### config.mk
export PLATFORM = sky130hd
export DESIGN_NAME = sram_lane_ctrl
export DESIGN_NICKNAME = d
export VERILOG_FILES = /design/src/rtl/sram_lane_pkg.sv /design/src/rtl/sram_phase_timer.sv /design/src/rtl/sram_lane_drive.sv /design/src/rtl/sram_lane_ctrl.sv
export SDC_FILE = /design/constraint.sdc
export NUM_CORES = 1
export LEC_CHECK = 0
export ABC_CLOCK_PERIOD_IN_PS = 2750
export CAP_MARGIN = 20
export CELL_PAD_IN_SITES_DETAIL_PLACEMENT = 1
export CELL_PAD_IN_SITES_GLOBAL_PLACEMENT = 2
export CORE_MARGIN = 2
export CORE_UTILIZATION = 28
export DETAILED_ROUTE_END_ITERATION = 12
export PLACE_DENSITY = 0.82
export SLEW_MARGIN = 15
export SYNTH_ARGS = -nofsm -noshare
export SYNTH_HDL_FRONTEND = slang
export SYNTH_SLANG_ARGS = --single-unit
### constraint.sdc
create_clock -name clk -period 2.75 [get_ports clk]
set_input_delay 0.6875 -clock clk [delete_from_list [all_inputs] [get_ports clk]]
set_output_delay 0.6875 -clock clk [all_outputs]
set_load 0.005 [all_outputs]
### src/rtl/sram_lane_pkg.sv
package sram_lane_pkg;

    typedef enum logic [2:0] {
        PH_IDLE,
        PH_RD_ACC,
        PH_WR_SETUP,
        PH_WR_PULSE,
        PH_WR_HOLD,
        PH_RECOVER
    } phase_e;

    // ceiling division of a time limit by the clock period, at least one cycle
    function automatic int to_cycles(input int t_ps, input int clk_ps);
        int c;
        c = (t_ps + clk_ps - 1) / clk_ps;
        if (c < 1) c = 1;
        return c;
    endfunction

    function automatic int max2(input int a, input int b);
        return (a > b) ? a : b;
    endfunction

endpackage

### src/rtl/sram_phase_timer.sv
module sram_phase_timer #(
    parameter int CNT_W = 3
) (
    input  logic             clk,
    input  logic             rst_n,
    input  logic             load,
    input  logic [CNT_W-1:0] load_val,
    output logic [CNT_W-1:0] cnt_d,
    output logic             last
);
    logic [CNT_W-1:0] cnt_q;

    always_comb begin
        if (load)                cnt_d = load_val;
        else if (cnt_q == '0)    cnt_d = '0;
        else                     cnt_d = cnt_q - CNT_W'(1);
    end

    assign last = (cnt_q == '0);

    always_ff @(posedge clk or negedge rst_n) begin
        if (!rst_n) cnt_q <= '0;
        else        cnt_q <= cnt_d;
    end
endmodule

### src/rtl/sram_lane_drive.sv
module sram_lane_drive #(
    parameter int LANE_W = 8
) (
    input  logic              clk,
    input  logic              rst_n,
    input  logic              sel_d,
    input  logic              ce_d,
    input  logic              we_d,
    input  logic              drv_d,
    input  logic [LANE_W-1:0] wdata_d,
    output logic              ce_n_q,
    output logic              we_n_q,
    output logic              dq_oe_q,
    output logic [LANE_W-1:0] dq_o_q
);
    always_ff @(posedge clk or negedge rst_n) begin
        if (!rst_n) begin
            ce_n_q  <= 1'b1;
            we_n_q  <= 1'b1;
            dq_oe_q <= 1'b0;
            dq_o_q  <= '0;
        end else begin
            ce_n_q  <= !(sel_d && ce_d);
            we_n_q  <= !(sel_d && we_d);
            dq_oe_q <= sel_d && drv_d;
            dq_o_q  <= wdata_d;
        end
    end
endmodule

### src/rtl/sram_lane_ctrl.sv
module sram_lane_ctrl
    import sram_lane_pkg::*;
#(
    parameter int ADDR_W     = 19,
    parameter int LANES      = 4,
    parameter int LANE_W     = 8,
    parameter int T_CLK_PS   = 4000,
    parameter int T_ACC_PS   = 15000,
    parameter int T_CYC_PS   = 15000,
    parameter int T_WP_PS    = 12000,
    parameter int T_DSU_PS   = 7000,
    parameter int T_DH_PS    = 2000,
    parameter int T_ASU_PS   = 1000,
    parameter int T_AH_PS    = 2000,
    parameter int T_WZ_PS    = 5000,
    parameter int T_WREC_PS  = 3000
) (
    input  logic                     clk,
    input  logic                     rst_n,
    input  logic                     req_valid,
    output logic                     req_ready,
    input  logic                     req_write,
    input  logic [ADDR_W-1:0]        req_addr,
    input  logic [LANES*LANE_W-1:0]  req_wdata,
    input  logic [LANES-1:0]         req_lanes,
    output logic                     rsp_valid,
    output logic [LANES*LANE_W-1:0]  rsp_rdata,
    output logic [ADDR_W-1:0]        sram_addr,
    output logic [LANES-1:0]         sram_ce_n,
    output logic [LANES-1:0]         sram_we_n,
    output logic                     sram_oe_n,
    output logic [LANES*LANE_W-1:0]  sram_dq_o,
    output logic [LANES-1:0]         sram_dq_oe,
    input  logic [LANES*LANE_W-1:0]  sram_dq_i
);
    localparam int DATA_W = LANES * LANE_W;
    localparam int ACC_C  = to_cycles(T_ACC_PS, T_CLK_PS);
    localparam int CYC_C  = to_cycles(T_CYC_PS, T_CLK_PS);
    localparam int ASU_C  = to_cycles(T_ASU_PS, T_CLK_PS);
    localparam int WZ_C   = to_cycles(T_WZ_PS, T_CLK_PS);
    localparam int PW_C   = max2(to_cycles(T_WP_PS, T_CLK_PS),
                                 WZ_C + to_cycles(T_DSU_PS, T_CLK_PS));
    localparam int HLD_C  = max2(to_cycles(T_AH_PS, T_CLK_PS),
                                 to_cycles(T_DH_PS, T_CLK_PS));
    localparam int RECW_C = max2(max2(to_cycles(T_WREC_PS, T_CLK_PS),
                                      CYC_C - ASU_C - PW_C - HLD_C), 1);
    localparam int RECR_C = max2(CYC_C - ACC_C, 1);
    localparam int MAX_C  = max2(max2(max2(ACC_C, ASU_C), max2(PW_C, HLD_C)),
                                 max2(RECW_C, RECR_C));
    localparam int CNT_W  = $clog2(MAX_C + 1);
    localparam int DRV_AT = PW_C - 1 - WZ_C;   // countdown value where driving starts

    typedef struct packed {
        phase_e              ph;
        logic [ADDR_W-1:0]   addr;
        logic [LANES-1:0]    lanes;
        logic [DATA_W-1:0]   wdata;
        logic [DATA_W-1:0]   rdata;
        logic                rvalid;
        logic                oe_n;
    } ctrl_s;

    ctrl_s            d, q;
    logic             tmr_load;
    logic [CNT_W-1:0] tmr_val;
    logic [CNT_W-1:0] tmr_cnt_d;
    logic             tmr_last;
    logic             ce_req_d, we_req_d, drv_req_d;

    function automatic logic [DATA_W-1:0] lane_bits(input logic [LANES-1:0] m);
        logic [DATA_W-1:0] r;
        for (int i = 0; i < LANES; i++) r[i*LANE_W +: LANE_W] = {LANE_W{m[i]}};
        return r;
    endfunction

    sram_phase_timer #(.CNT_W(CNT_W)) i_timer (
        .clk      (clk),
        .rst_n    (rst_n),
        .load     (tmr_load),
        .load_val (tmr_val),
        .cnt_d    (tmr_cnt_d),
        .last     (tmr_last)
    );

    always_comb begin
        d        = q;
        d.rvalid = 1'b0;
        tmr_load = 1'b0;
        tmr_val  = '0;
        unique case (q.ph)
            PH_IDLE: begin
                if (req_valid) begin
                    if (req_lanes == '0) begin
                        d.rvalid = !req_write;
                        d.rdata  = '0;
                    end else begin
                        d.addr   = req_addr;
                        d.lanes  = req_lanes;
                        d.wdata  = req_wdata;
                        tmr_load = 1'b1;
                        if (req_write) begin
                            d.ph    = PH_WR_SETUP;
                            tmr_val = CNT_W'(ASU_C - 1);
                        end else begin
                            d.ph    = PH_RD_ACC;
                            tmr_val = CNT_W'(ACC_C - 1);
                        end
                    end
                end
            end
            PH_RD_ACC: if (tmr_last) begin
                d.rdata  = sram_dq_i & lane_bits(q.lanes);
                d.rvalid = 1'b1;
                d.ph     = PH_RECOVER;
                tmr_load = 1'b1;
                tmr_val  = CNT_W'(RECR_C - 1);
            end
            PH_WR_SETUP: if (tmr_last) begin
                d.ph     = PH_WR_PULSE;
                tmr_load = 1'b1;
                tmr_val  = CNT_W'(PW_C - 1);
            end
            PH_WR_PULSE: if (tmr_last) begin
                d.ph     = PH_WR_HOLD;
                tmr_load = 1'b1;
                tmr_val  = CNT_W'(HLD_C - 1);
            end
            PH_WR_HOLD: if (tmr_last) begin
                d.ph     = PH_RECOVER;
                tmr_load = 1'b1;
                tmr_val  = CNT_W'(RECW_C - 1);
            end
            PH_RECOVER: if (tmr_last) d.ph = PH_IDLE;
            default: d.ph = PH_IDLE;
        endcase
        d.oe_n    = (d.ph != PH_RD_ACC);
        ce_req_d  = (d.ph == PH_RD_ACC) || (d.ph == PH_WR_SETUP) ||
                    (d.ph == PH_WR_PULSE) || (d.ph == PH_WR_HOLD);
        we_req_d  = (d.ph == PH_WR_PULSE);
        drv_req_d = ((d.ph == PH_WR_PULSE) && (tmr_cnt_d <= CNT_W'(DRV_AT))) ||
                    (d.ph == PH_WR_HOLD);
    end

    always_ff @(posedge clk or negedge rst_n) begin
        if (!rst_n) begin
            q       <= '0;
            q.ph    <= PH_IDLE;
            q.oe_n  <= 1'b1;
        end else begin
            q <= d;
        end
    end

    for (genvar g = 0; g < LANES; g++) begin : g_lane
        sram_lane_drive #(.LANE_W(LANE_W)) i_drive (
            .clk     (clk),
            .rst_n   (rst_n),
            .sel_d   (d.lanes[g]),
            .ce_d    (ce_req_d),
            .we_d    (we_req_d),
            .drv_d   (drv_req_d),
            .wdata_d (d.wdata[g*LANE_W +: LANE_W]),
            .ce_n_q  (sram_ce_n[g]),
            .we_n_q  (sram_we_n[g]),
            .dq_oe_q (sram_dq_oe[g]),
            .dq_o_q  (sram_dq_o[g*LANE_W +: LANE_W])
        );
    end

    assign req_ready = (q.ph == PH_IDLE);
    assign rsp_valid = q.rvalid;
    assign rsp_rdata = q.rdata;
    assign sram_addr = q.addr;
    assign sram_oe_n = q.oe_n;
endmodule

* Yosys cells after proc, flatten, opt, wreduce, memory -nomap -nowiden
Index checks and enable logic that the tools add are counted.
** Word-level totals
- Flip-flop bits (word level) :: 139
- Input port bits :: 91
- Output and inout port bits :: 98
- Word-level logic and storage cells :: 98
** Cells by class
- Add/sub/neg operators :: 1
- Magnitude comparators :: 1
- Eq/ne operators :: 13
- Multiplexer cells :: 23
- Bitwise operators :: 2
- Reduce and logical (&&, ||, !) cells :: 34
** Operator list (count)
- $mux 91 :: 1
- $mux 33 :: 2
- $pmux 33 s2 :: 1
- $mux 58 :: 1
- $mux 36 :: 1
- $and 32x32->32 :: 1
- $mux 3 :: 8
- $pmux 3 s5 :: 1
- $logic_and 1x1->1 :: 13
- $eq 3x2->1 const B :: 4
- $eq 3x3->1 const B :: 3
- $logic_not 1->1 :: 9
- $eq 3x1->1 const B :: 2
- $logic_not 3->1 :: 2
- $mux 2 :: 3
- $pmux 3 s2 :: 1
- $logic_not 4->1 :: 1
- $logic_or 1x1->1 :: 4
- $ne 2x1->1 const B :: 2
- $reduce_and 4->1 :: 1
- $reduce_or 4->1 :: 1
- $le 3x1->1 const B :: 1
- $mux 1 :: 3
- $ne 3x1->1 const B :: 1
- other kinds (7) :: 7

* Depth between registers and ports, before layout
- Depth in word-level cells :: 10
- Mapped depth :: 7
- Gate-level depth less buffers :: 4

* By module
Synthesis repeated with hierarchy kept, for this count alone.
** Second synthesis, totals
- Cells, all modules :: 367
- Area, all modules :: 5351.4 um^2
** By module, submodules not included
- sram_lane_ctrl :: times used 1, cells each 296, area each 4022.6 um^2, sequential area each 2303.5 um^2
- sram_lane_drive :: times used 4, cells each 14, area each 291.5 um^2, sequential area each 277.8 um^2
- sram_phase_timer :: times used 1, cells each 15, area each 162.7 um^2, sequential area each 75.1 um^2

* Worst setup path before layout
No wires, ideal clock.
- Path kind :: input port to flip-flop
- Start :: in req_lanes[0]
- End :: reg g_lane[0].i_drive.dq_o_q[3]
- Library setup time :: 0.116 ns
- Arrival time :: 1.828 ns
- Required time :: 2.634 ns
- Path slack :: 0.805 ns
- Cell stages on the path :: 6
- Buffers on the path :: 2
- Cell sequence :: or4_1 -> and2_1 -> buf_6 -> buf_6 -> nand2_1 -> nand2_1
** Between the ends
- Word-level cells in the longest chain between the ends :: 4
** RTL lines
- start: declaration :: line sram_lane_ctrl.sv:25 : input logic [LANES-1:0] req_lanes,
- $logic_not 4->1 :: line sram_lane_ctrl.sv:93 : if (req_lanes == '0) begin
- $mux 58 :: line sram_lane_ctrl.sv:93
- $mux 91 :: line sram_lane_ctrl.sv:92 : if (req_valid) begin
- $mux 36 :: line sram_lane_ctrl.sv:90 : unique case (q.ph)
- end signal: assignment :: line sram_lane_drive.sv:26 : dq_o_q <= wdata_d;
- end: declaration :: line sram_lane_drive.sv:14 : output logic [LANE_W-1:0] dq_o_q
Every way passes these cells. The select of a mux whose other input is x is not followed.
A chain may end at the register's enable or synchronous reset.

* Final worst setup path
- Start :: reg q[90] in the netlist's numbering
- End :: out req_ready
** Between the ends
- Word-level cells in the longest chain between the ends :: 1
** RTL lines
- start: declaration :: line sram_lane_ctrl.sv:63 : ctrl_s d, q;
- $logic_not 3->1 :: line sram_lane_ctrl.sv:170 : assign req_ready = (q.ph == PH_IDLE);
- end: declaration :: line sram_lane_ctrl.sv:21 : output logic req_ready,
Every way passes these cells.

==> metrics.csv <==
stage;metric;value;unit
outcome;run_status;complete, no violations;
synth;synthesis.area_per_instance;10.18;um^2
detailed_routing;detail_route.wl_per_cell;15.18;um
synth;synth_flop_cell;dfrtp_1;
global_route;globalRouteTotalUtil;13.31;%
floorplanning;io_pins;189;
synth;synthCells;474;
detailed_routing;detail_route.drc_violations;0;
min_path;hold_path.class;input port to async pin;
floorplanning;dieHeight;135.3;um
sta;final_report_setup_violation_count;0;
power_and_ir_drop;irDropWorstVdd;0.4112;mV
worst_setup_path;critical_path_peak_fanout;10;
synth;synth_top_cell_by_area;dfrtp_1;
worst_setup_path;data_arrival_time_of_the_critical_path;1770;ps
clocking;worst_skew_pair_later_pin_latency;350;ps
layout;areaGrowthSynthToFinish;35.08;%
layout;post-route-cell-area;6519;um^2
clocking;clockRootBuffer;clkbuf_16;
layout;antennaDiodeCount;0;
sta;shortest_clock_period_the_worst_path_allows_after_layout;2458;ps
layout;finalCoreUtilization;38.22;%
worst_setup_path;setup.worst_path.end_class;primary output;
placed_design;gp_routability_congestion;0.7438;
clocking;cts.hold.buffers_added;0;
sta;fmax;406.8;MHz
worst_setup_path;max_stage_delay;590;ps
synth;netlist_top_cells_area;dfrtp_1 51%, buf_4 15%, nand2_1 13%;
layout;finish.net_count;656;
sta;slew_headroom;62.21;%
worst_setup_path;worst-endpoint-required;2060;ps
worst_setup_path;timing.critical_path.cells;nor3_1 -> clkdlybuf4s50_1;
clocking;h-tree-depth;3;
floorplanning;core_region_area;17060;um^2
power_and_ir_drop;share_comb_of_total_power;41.1;%
detailed_routing;route.vias.total;3465;
synth;ys_seq_area_share;55.72;%
clocking;clock_tree_from_tritoncts;yes;
synth;synth-edff-count;0;
global_route;grt_first_pass_wirelength;19.13;mm
sta;unrepaired_setup_endpoints_after_global_routing;no;
synth;yosysUniqueCellTypes;36;
detailed_routing;drtIter0Drc;112;
synth;synthesis.area;4826;um^2
global_route;vias_in_the_first_global_route;3726;
power_and_ir_drop;p_leak;0.002947;uW
floorplanning;initial_utilization;28.29;%
synth;list_of_most_frequent_post_synthesis_cells;165 x nand2_1, 98 x dfrtp_1, 95 x buf_4, 36 x a22o_1, 9 x dfstp_2;
clocking;numClockSinks;107;
synth;ys_warn_count;0;
flow_run;drv.max_cap_violation_count;0;
worst_setup_path;critPathSlowestCell;clkdlybuf4s50_1;
detailed_routing;first_pass_iters;4;
floorplanning;fp.dieW;135.3;um
sta;post-route-period-util;89.39;%
synth;synth_most_common_cell;nand2_1;
global_route;globalRoute.totalOverflow;0;
global_route;largest_net_degree_at_the_start_of_global_routing;108;
synth;ys_seq_elements;107;
power_and_ir_drop;powerDensity;1041;nW/um^2
placed_design;post_dp_cell_area;6211;um^2
sta;hold_violations;0;
floorplanning;die_area;18300;um^2
sta;fin_tns_setup;0;ps
synth;syn-num-nets;565;
clocking;cts_resized;0;
power_and_ir_drop;p_clk_share;20.0;%
clocking;tritoncts.num_buffers;9;
clocking;cts_setup_buffers;0;
power_and_ir_drop;power.share.switching;32.19;%
detailed_routing;vias_per_cell;4.358;
synth;postSynth.asyncResetShare;100.0;%
worst_setup_path;setup_crit_start_kind;flip-flop;
layout;layout-drive-gt1-share;7.544;%
power_and_ir_drop;sequentialPowerShare;38.9;%
power_and_ir_drop;p_switching;2184;uW
clocking;clock_pin_slew_of_the_registers_on_the_worst_case_setup_and_hold_paths;80;ps
placed_design;post-dp-hpwl;8.582;mm
placed_design;portBuffers;188;
sta;clock_skew;10.47;ps
detailed_routing;final_routed_wirelength_across_all_metal_layers;12.07;mm
sta;timing_worst_slew_pin_value;566.9;ps
global_route;grt_antenna_before_repair;0;
synth;post-synth-top-area-fraction;50.82;%
detailed_routing;drt.antenna.violating_nets;0;
sta;timing.final.max_slew_violations;0;
clocking;clock_tree.buffer_depth;2;
layout;fillCellCount;1896;
power_and_ir_drop;p_int;4601;uW
worst_setup_path;critPathKind;flip-flop to primary output;
floorplanning;row_count;48;
[cells in the final DEF, fill, tap and decap left out, types with 2 or more instances in the layout]
master / instances
inv_8: 2
nand2_1: 165
a21oi_1: 3
nand3_1: 2
a22o_1: 36
dfrtp_1: 98
dfstp_2: 9
inv_6: 2
clkdlybuf4s50_1: 187
buf_4: 9
clkbuf_16: 9
a32oi_1: 2
and2_1: 5
a21oi_2: 2
a21boi_0: 4
o21ai_0: 3
or3_1: 3
nor2_1: 3
inv_1: 2
o31ai_1: 2
[cell families (layout without fill, tap and decap cells)]
kind of cell           count (synthesis)  count (layout)  synth area share, %
and+or+nand+nor                      189             189                16.31
buffers and inverters                119             215                17.92
DFF                                  107             107                55.72
AOI/OAI and AO/OA                     59              59                10.06
[final cells by class]
type / count / area (um^2) / area share, %
sequential: 107 / 2689 / 41.25
timing repair buffer: 197 / 1959 / 30.06
multi-input combinational: 248 / 1274 / 19.54
tap: 225 / 281.5 / 4.319
clock buffer: 10 / 229.0 / 3.512
clock inverter: 6 / 78.83 / 1.209
inverter: 2 / 7.507 / 0.1152
[through the flow]
step                      worst slack [ps]  power [uW]  hold WS, ps  instances
final                                291.7        6785        414.2        795
after detailed placement             155.4        5501        466.3        779
after floorplan                      805.4        4551        391.9        474
after global routing                 177.9        7280        471.5        795
after CTS                            245.1        6921        441.7        795
after global placement               199.7        5395        457.6        779
[state kept, by name, indices dropped and copies added (netlist names)]
signal                  flops
sram_addr                  19
i_timer.cnt_q               3
g_lane.i_drive.dq_oe_q      4
g_lane.i_drive.we_n_q       4
sram_oe_n                   1
rsp_rdata                  32
q                          11
g_lane.i_drive.dq_o_q      28
rsp_valid                   1
g_lane.i_drive.ce_n_q       4
[worst paths after layout]
check / startpoint / endpoint / slack, ps / cells after the start
worst min register to register: g_lane[2].i_drive.dq_o_q[6]$_DFFE_PN0P_ / g_lane[2].i_drive.dq_o_q[6]$_DFFE_PN0P_ / 480 / 2
worst min-delay path: rst_n / rsp_rdata[16]$_DFFE_PN0P_ / 410 / 2
worst max-delay path: q[90]$_DFF_PN0_ / req_ready / 290 / 2
worst max register to register: q[89]$_DFF_PN0_ / g_lane[1].i_drive.dq_oe_q$_DFF_PN0_ / 740 / 5
max in group asynchronous: rst_n / sram_addr[15]$_DFFE_PN0P_ / 1910 / 2
min in group clk: g_lane[2].i_drive.dq_o_q[6]$_DFFE_PN0P_ / g_lane[2].i_drive.dq_o_q[6]$_DFFE_PN0P_ / 480 / 2
[power groups by stage]
stage | registers [uW] | clock network [uW] | logic, uW
after detailed placement | 2670 | 0 | 2830
after floorplan | 2520 | 0 | 2030
final | 2640 | 1360 | 2790
after global placement | 2640 | 0 | 2760
after global routing | 2730 | 1480 | 3070
after CTS | 2650 | 1420 | 2850
[layer usage]
metal  GRT usage [%]  vias up  routed length, um
met2           22.84      107               5986
met4           4.630        0                174
li1                -     1629                  -
met5               0        -                  0
met1           16.37     1718               5282
met3           3.255       11                628
[worst max-delay path, delay by kind of cell (launching register included)]
kind,cells,cell delay (ps)
DFF,1,520
and+or+nand+nor,1,310
buffers and inverters,1,590
Note: power is estimated with default switching activity, not from simulation.
